===== src/rtl/hash_regs_pkg.sv =====
package hash_regs_pkg;
  localparam int DW = 32;

  localparam logic [7:0] OFS_MODE = 8'h10;
  localparam logic [7:0] OFS_STS  = 8'h1c;
  localparam logic [7:0] OFS_SRC  = 8'h20;
  localparam logic [7:0] OFS_DST  = 8'h24;
  localparam logic [7:0] OFS_KEY  = 8'h28;
  localparam logic [7:0] OFS_LEN  = 8'h2c;
  localparam logic [7:0] OFS_CMD  = 8'h30;

  localparam int STS_BUSY_BIT = 0;
  localparam int STS_DONE_BIT = 9;

  localparam int NREG = 6;

  typedef enum logic [2:0] {
    ALG_MD5    = 3'd0,
    ALG_SHA1   = 3'd1,
    ALG_SHA224 = 3'd2,
    ALG_SHA256 = 3'd3,
    ALG_SHA384 = 3'd4,
    ALG_SHA512 = 3'd5,
    ALG_BAD    = 3'd7
  } hash_alg_e;

  function automatic logic [DW-1:0] variant_mask(input int variant);
    case (variant)
      0:       return 32'h7fff_ffff;
      1:       return 32'h3fff_ffff;
      default: return 32'h0fff_ffff;
    endcase
  endfunction

  // slot order: mode, src, dst, key, len, cmd
  function automatic logic [7:0] slot_ofs(input int idx);
    case (idx)
      0:       return OFS_MODE;
      1:       return OFS_SRC;
      2:       return OFS_DST;
      3:       return OFS_KEY;
      4:       return OFS_LEN;
      default: return OFS_CMD;
    endcase
  endfunction

  function automatic logic [DW-1:0] slot_mask(input int idx, input int variant);
    case (idx)
      1, 3:    return variant_mask(variant);
      2:       return variant_mask(variant) & ~32'h7;
      4:       return 32'h0fff_ffff;
      default: return 32'hffff_ffff;
    endcase
  endfunction
endpackage


===== src/rtl/hash_mask_reg.sv =====
module hash_mask_reg
  import hash_regs_pkg::*;
#(
  parameter logic [DW-1:0] MASK = '1
) (
  input  logic          clk,
  input  logic          rst_n,
  input  logic          we,
  input  logic [DW-1:0] wdata,
  output logic [DW-1:0] q
);
  logic [DW-1:0] q_d;

  always_comb begin
    q_d = q;
    if (we) q_d = wdata & MASK;
  end

  always_ff @(posedge clk or negedge rst_n) begin
    if (!rst_n)  q <= '0;
    else if (we) q <= q_d;
  end

  // stored value is last write under the slot mask
  assert_masked_write_R2: assert property (@(posedge clk) disable iff (!rst_n)
    we |=> (q == ($past(wdata) & MASK)));
endmodule


===== src/rtl/hash_status_ctl.sv =====
module hash_status_ctl (
  input  logic clk,
  input  logic rst_n,
  input  logic start_i,
  input  logic done_i,
  input  logic clr_wr_i,
  input  logic clr_bit_i,
  output logic busy_o,
  output logic flag_o
);
  logic busy_d, flag_d;

  always_comb begin
    busy_d = busy_o;
    if (start_i)     busy_d = 1'b1;
    else if (done_i) busy_d = 1'b0;

    flag_d = flag_o;
    if (done_i)                     flag_d = 1'b1;
    else if (clr_wr_i && clr_bit_i) flag_d = 1'b0;
  end

  always_ff @(posedge clk or negedge rst_n) begin
    if (!rst_n) begin
      busy_o <= 1'b0;
      flag_o <= 1'b0;
    end else begin
      busy_o <= busy_d;
      flag_o <= flag_d;
    end
  end

  assert_busy_after_start_R6: assert property (@(posedge clk) disable iff (!rst_n)
    start_i |=> busy_o);
  assert_done_clears_busy_R6: assert property (@(posedge clk) disable iff (!rst_n)
    (done_i && !start_i) |=> !busy_o);
  assert_done_sets_flag_R9: assert property (@(posedge clk) disable iff (!rst_n)
    done_i |=> flag_o);
  assert_clear_drops_flag_R8: assert property (@(posedge clk) disable iff (!rst_n)
    (clr_wr_i && clr_bit_i && !done_i) |=> !flag_o);
  assert_zero_write_keeps_R8: assert property (@(posedge clk) disable iff (!rst_n)
    (flag_o && !(clr_wr_i && clr_bit_i)) |=> flag_o);
endmodule


===== src/rtl/hash_cmd_decode.sv =====
module hash_cmd_decode
  import hash_regs_pkg::*;
(
  input  logic [3:0] alg_bits,   // command bits {10,6,5,4}
  input  logic       be_bit,
  input  logic       le_bit,
  input  logic       sg_bit,
  output hash_alg_e  algo,
  output logic       sha_be,
  output logic       md5_le,
  output logic       sg_mode
);
  always_comb begin
    case (alg_bits)
      4'b0000: algo = ALG_MD5;
      4'b0010: algo = ALG_SHA1;
      4'b0100: algo = ALG_SHA224;
      4'b0101: algo = ALG_SHA256;
      4'b1110: algo = ALG_SHA384;
      4'b0110: algo = ALG_SHA512;
      default: algo = ALG_BAD;
    endcase
    sha_be  = be_bit;
    md5_le  = le_bit;
    sg_mode = sg_bit;
  end
endmodule


===== src/rtl/hash_ctl_regs.sv =====
module hash_ctl_regs
  import hash_regs_pkg::*;
#(
  parameter int VARIANT = 0,
  parameter int AW      = 8
) (
  input  logic          clk,
  input  logic          rst_n,
  input  logic [AW-1:0] reg_addr,
  input  logic          reg_we,
  input  logic [31:0]   reg_wdata,
  output logic [31:0]   reg_rdata,
  input  logic          hash_done,
  output logic          hash_start,
  output logic [2:0]    hash_algo,
  output logic          hash_sg_mode,
  output logic          hash_sha_be,
  output logic          hash_md5_le,
  output logic [31:0]   hash_src,
  output logic [31:0]   hash_dst,
  output logic [31:0]   hash_len,
  output logic          hash_irq
);
  localparam int SLOT_SRC = 1;
  localparam int SLOT_DST = 2;
  localparam int SLOT_LEN = 4;
  localparam int SLOT_CMD = 5;

  logic [DW-1:0] slot_q [NREG];
  logic          slot_we [NREG];
  logic          sts_we, cmd_we;
  logic          start_q, start_d;
  logic          busy, flag;
  hash_alg_e     algo_e;

  for (genvar g = 0; g < NREG; g++) begin : g_slot
    assign slot_we[g] = reg_we && (reg_addr == AW'(slot_ofs(g)));
    hash_mask_reg #(.MASK(slot_mask(g, VARIANT))) u_reg (
      .clk(clk), .rst_n(rst_n), .we(slot_we[g]),
      .wdata(reg_wdata), .q(slot_q[g])
    );
  end

  assign cmd_we = slot_we[SLOT_CMD];
  assign sts_we = reg_we && (reg_addr == AW'(OFS_STS));

  always_comb start_d = cmd_we;

  always_ff @(posedge clk or negedge rst_n) begin
    if (!rst_n) start_q <= 1'b0;
    else        start_q <= start_d;
  end

  hash_status_ctl u_sts (
    .clk(clk), .rst_n(rst_n),
    .start_i(cmd_we), .done_i(hash_done),
    .clr_wr_i(sts_we), .clr_bit_i(reg_wdata[STS_DONE_BIT]),
    .busy_o(busy), .flag_o(flag)
  );

  hash_cmd_decode u_dec (
    .alg_bits({slot_q[SLOT_CMD][10], slot_q[SLOT_CMD][6],
               slot_q[SLOT_CMD][5],  slot_q[SLOT_CMD][4]}),
    .be_bit(slot_q[SLOT_CMD][3]),
    .le_bit(slot_q[SLOT_CMD][2]),
    .sg_bit(slot_q[SLOT_CMD][18]),
    .algo(algo_e), .sha_be(hash_sha_be),
    .md5_le(hash_md5_le), .sg_mode(hash_sg_mode)
  );

  always_comb begin
    reg_rdata = '0;
    for (int i = 0; i < NREG; i++)
      if (reg_addr == AW'(slot_ofs(i))) reg_rdata = slot_q[i];
    if (reg_addr == AW'(OFS_STS)) begin
      reg_rdata[STS_BUSY_BIT] = busy;
      reg_rdata[STS_DONE_BIT] = flag;
    end
  end

  assign hash_start = start_q;
  assign hash_algo  = algo_e;
  assign hash_src   = slot_q[SLOT_SRC];
  assign hash_dst   = slot_q[SLOT_DST];
  assign hash_len   = slot_q[SLOT_LEN];
  assign hash_irq   = flag;

  assert_start_from_write_R5: assert property (@(posedge clk) disable iff (!rst_n)
    hash_start |-> $past(reg_we && (reg_addr == AW'(OFS_CMD))));
  assert_irq_rise_on_done_R7: assert property (@(posedge clk) disable iff (!rst_n)
    $rose(hash_irq) |-> $past(hash_done));
  assert_dst_follows_write_R3: assert property (@(posedge clk) disable iff (!rst_n)
    (reg_we && reg_addr == AW'(OFS_DST)) |=> (hash_dst[2:0] == 3'b000));
endmodule


===== config.mk =====
export PLATFORM = sky130hd
export DESIGN_NAME = hash_ctl_regs
export DESIGN_NICKNAME = d
export VERILOG_FILES = /design/src/rtl/hash_regs_pkg.sv /design/src/rtl/hash_mask_reg.sv /design/src/rtl/hash_status_ctl.sv /design/src/rtl/hash_cmd_decode.sv /design/src/rtl/hash_ctl_regs.sv
export SDC_FILE = /design/constraint.sdc
export NUM_CORES = 1
export LEC_CHECK = 0
export BUFFER_PORTS_ARGS = -buffer_cell sky130_fd_sc_hd__buf_4
export CAP_MARGIN = 20
export CORE_MARGIN = 8
export CORE_UTILIZATION = 40
export CTS_CLUSTER_DIAMETER = 30
export DETAILED_ROUTE_END_ITERATION = 6
export GPL_ROUTABILITY_DRIVEN = 0
export PLACE_DENSITY = 0.62
export SETUP_SLACK_MARGIN = 0.4
export SKIP_CTS_REPAIR_TIMING = 1
export SYNTH_ARGS = -nofsm -noshare
export SYNTH_HDL_FRONTEND = slang
export SYNTH_SLANG_ARGS = --single-unit

===== constraint.sdc =====
create_clock -name clk -period 4.9 [get_ports clk]
set_input_delay 0.49 -clock clk [delete_from_list [all_inputs] [get_ports clk]]
set_output_delay 0.49 -clock clk [all_outputs]
set_load 0.01 [all_outputs]

== Word level (Yosys, flattened, before mapping) ==
Cells that the tools add are included.

* Register bits after elaboration: 185
* Output and inout port bits: 136
* Input bits: 44
* Word-level logic and storage cells: 45

* Multiplexer cells: 13
* Eq/ne operators: 12
* Reduce and logical (&&, ||, !) cells: 11

{| class="wikitable"
|+ Operator list
! cell !! count
|-
| two-way mux 32 bit || 6
|-
| equality test 8 x 6 -> 1 bit, second input constant || 5
|-
| case mux 3 bit (6 select lines) || 1
|-
| equality test 8 x 5 -> 1 bit, second input constant || 2
|-
| equality test 4 x 3 -> 1 bit, second input constant || 3
|-
| logical AND 1 bit || 8
|-
| two-way mux 1 bit || 6
|-
| equality test 4 x 2 -> 1 bit, second input constant || 1
|-
| equality test 4 bit, second input constant || 1
|-
| logical NOT 4 bit || 1
|-
| nonzero test 2 bit || 2
|}

== Longest topological paths before layout ==
* Depth in word-level cells: 8
* Depth in mapped cells: 7
* Depth with buffers taken out: 4

== Cells and area by module ==
A second synthesis with hierarchy kept.

* Cell total of the unflattened synthesis: 665
* Area, all modules: 9,147.5 µm²

{| class="wikitable"
|+ Modules (own cells, without submodules)
! module !! times used !! seq. area each (µm²) !! area each (µm²) !! cells each
|-
| hash_mask_reg (g_slot[0].u_reg ...) || 2 || 800.8 || 1,345.0 || 68
|-
| hash_mask_reg (g_slot[2].u_reg ...) || 2 || 700.7 || 1,176.1 || 64
|-
| hash_mask_reg (g_slot[1].u_reg ...) || 2 || 775.7 || 1,169.9 || 67
|-
| hash_ctl_regs || 1 || 25.0 || 1,620.3 || 250
|-
| hash_cmd_decode || 1 || 0.0 || 72.6 || 11
|-
| hash_status_ctl || 1 || 50.0 || 72.6 || 6
|}

== Least setup slack after synthesis ==
Ideal clock, no wire load.

* Path type: in2out
* Start point: input port reg_addr[1]
* End point: output port reg_rdata[29]
* Path buffers: 2
* Data arrival time: 1,981 ps
* Path slack: 2,429 ps
* Data required time: 4,410 ps
* Stages on the path: 6
* Path through: or2_2 -> clkbuf_1 -> a21oi_1 -> clkbuf_1 -> o31ai_1 -> o31ai_1

* Word-level cells in the longest chain between the ends: 7
* Elaborated cells on any way between the ends: 12
* Classes of those cells: eq/ne: 6; mux: 6

{| class="wikitable"
|+ Ends and longest elaborated chain
! element !! line !! source
|-
| start, declared || hash_ctl_regs.sv:9 || <nowiki>input logic [AW-1:0] reg_addr,</nowiki>
|-
| equality test 8 x 5 -> 1 bit || hash_ctl_regs.sv:74 || <nowiki>if (reg_addr == AW'(slot_ofs(i))) reg_rdata = slot_q[i];</nowiki>
|-
| two-way mux 32 bit (5 in a row) || hash_ctl_regs.sv:74 ||
|-
| two-way mux 32 bit (*) || hash_ctl_regs.sv:74 ||
|-
| end, declared || hash_ctl_regs.sv:12 || <nowiki>output logic [31:0] reg_rdata,</nowiki>
|}

Mark *: on every way between the ends. The rest lies on a longest branch, timed or not.

== Worst setup path after layout ==
* Start point: input port reg_addr[2]
* End point: output port reg_rdata[15]

Same word-level chain as after synthesis.

==> impl_metrics.py <==
metrics = {
    "run_status": {
        "outcome": "finished, final reports clean",
    },
    "cts": {
        "htree_num_levels": 4,
        "cts_tree": "built",
        "cts_root_buf": "clkbuf_16",
        "numCtsBuffers": 17,
        "clk_path_buf_depth": 2,
        "path_clk_slew_ps": 60,
        "cts_sinks": 185,
        "insertion_delay_ps": 420,
    },
    "grt": {
        "antenna_found_initial": 0,
        "grt_max_degree": 104,
        "grt_overflow": 0,
        "track_usage_pct": 18.70,
        "grt_pass1_wl_mm": 38.91,
        "first_global_vias": 6556,
    },
    "critical_path": {
        "path_max_fanout": 68,
        "worst-endpoint-arrival_ps": 2900,
        "path_buf_inv": 3,
        "path_delay_family": "buffers and inverters",
        "critPathMaxStageDelay_ps": 650,
        "path_cells": "buf_4, nor4_2, and3_1, buf_4, a31oi_1, a21oi_1, buf_4",
        "crit_top_cell": "buf_4",
        "crit_type": "input pin to output pin",
        "crit_path_end_kind": "output pin",
        "required_ps": 4410,
        "cp_slowest_cell": "nor4_2",
        "startpoint_type": "input pin",
    },
    "floorplanning": {
        "dieHeight_um": 164.5,
        "num_rows": 54,
        "dieArea_um2": 27070,
        "io_pins": 180,
        "initial_utilization_pct": 40.56,
        "coreArea_um2": 21760,
        "chipWidth_um": 164.5,
    },
    "worst_hold_path": {
        "hold_class": "input pin to async pin",
    },
    "place": {
        "placed_cell_area_um2": 10330,
        "hpwl_mm": 16.51,
        "dp_slack_ps": 1554,
        "dp.cells": 1099,
        "io_buffers": 170,
    },
    "finish": {
        "fillers": 1955,
        "diodes": 0,
        "layout.cells.most_common": "dfrtp_1",
        "regArea_um2": 4629,
        "drive_gt1_share_pct": 48.12,
        "layout_common_cells": "dfrtp_1 (185), buf_4 (182), mux2_2 (162)",
        "multi_input_area_um2": 3921,
        "fin_area_um2": 10920,
        "instances_no_fill": 1132,
        "nets": 883,
        "syn_to_final_growth_pct": 23.75,
    },
    "yosys": {
        "yosysWarnings": 0,
        "netlist_area_um2": 8823,
        "synthCells": 686,
        "synth_cell_type_count": 55,
        "ys.flop_type": "dfrtp_1",
        "syn_area_per_cell_um2": 12.86,
        "synth_seq_cells": 185,
        "synth_seq_area_share_pct": 52.47,
        "synth_edf_count": 0,
        "ys_async_sr_fraction_pct": 100.0,
    },
    "detailed_routing": {
        "viasPerCell": 5.626,
        "ant_nets": 0,
        "wl_per_cell_um": 22.55,
        "first_pass_iters": 5,
        "route.detailed.drc": 0,
        "drtIter0Drc": 475,
        "dr_total_vias": 6369,
        "wirelength_mm": 25.52,
    },
    "power": {
        "cellLeakagePower_uw": 0.005499,
        "powerDensity_nw_per_um2": 306.8,
        "ir_worst_vdd_mv": 0.2120,
    },
    "sta": {
        "setup_tns_ps": 0,
        "finalWorstSetupSlack_ps": 1508,
        "finClkSkew_ps": 0,
        "worst_pin_slew_ps": 1086,
        "rsz0062_at_grt": "no",
        "hold_viol": 0,
        "fin_crit_sh_pct": 69.23,
        "slew_viol_final": 0,
        "slew_headroom_pct": 27.32,
        "final-setup-viol-count": 0,
        "max_freq_mhz": 294.8,
        "period_minus_slack_ps": 3392,
    },
    "run": {
        "cap_violations": 0,
    },
}
## cell usage after synthesis (all sizes together) (5+ instances only)
library cell	instances	area, um^2
o22ai	19	118.9
mux2	185	2158
a31oi	5	31.28
nor2	10	37.54
a22oi	20	150.1
mux2i	22	220.2
buf	34	201.4
nand2	32	130.1
clkbuf	26	97.59
nor2b	10	62.56
dfrtp	185	4629
a21oi	33	165.2
a32o	21	210.2
nand3b	8	60.06
o21ai	16	80.08
## power breakdown
group	total, uW	switching [uW]	internal (uW)	leakage (uW)
combinational	344	182	162	0.00268
sequential	1650	52.5	1600	0.00255
clock	1350	590	765	0.000269
## cells by family (layout without fill, tap and decap cells)
kind of cell,count (synthesis),in the layout,synth area share (%)
AO/OA/AOI/OAI,135,135,10.58
buffers and inverters,64,222,3.559
flip-flops,185,185,52.47
multiplexers,207,207,26.96
other,1,9,0.04250
AND/OR/NAND/NOR,94,94,6.395
## cell type report
type | instances | share of cell area, %
clock inverter | 11 | 1.123
inverter | 4 | 0.1375
tap | 280 | 3.208
timing repair buffer | 186 | 13.10
multi-input combinational | 445 | 35.91
clock buffer | 21 | 4.125
sequential | 185 | 42.40
## per-stage QoR
step                      utilization [%]  hold slack [ps]  power, uW
after floorplan                         -            194.4       1832
after global placement              47.42            474.8       2020
after detailed placement            47.49            483.2       2027
after CTS                           50.12            197.8       3387
after global routing                50.19            219.1       3475
final                               50.19            140.1       3350
## flip-flops by register name, summed over array words and instances (netlist names)
| signal | count |
|---|---|
| hash_start | 1 |
| g_slot.u_reg.q | 182 |
| u_sts.busy_o | 1 |
| u_sts.flag_o | 1 |
## path summary, 6_finish.rpt
path,to,from,slack [ps],cells past startpoint
hold / removal,g_slot[1].u_reg.q[2],rst_n,140,1
min in group clk,u_sts.flag_o,hash_done,250,2
max in group asynchronous,g_slot[5].u_reg.q[28],rst_n,3620,2
setup reg to reg,g_slot[5].u_reg.q[10],g_slot[5].u_reg.q[10],4050,1
setup / recovery,reg_rdata[15],reg_addr[2],1510,7
hold reg to reg,g_slot[5].u_reg.q[27],g_slot[5].u_reg.q[27],500,1
## metal layers
metal  global-route usage [%]  part of all wire, %  up-vias
met5                        0                    0        -
li1                         -                    -     2855
met4                    4.791                 0.86        0
met3                    4.437                  6.1       18
met1                    25.23                   46     3305
met2                    29.77                   47      191
(Power assumes the default switching activity.)
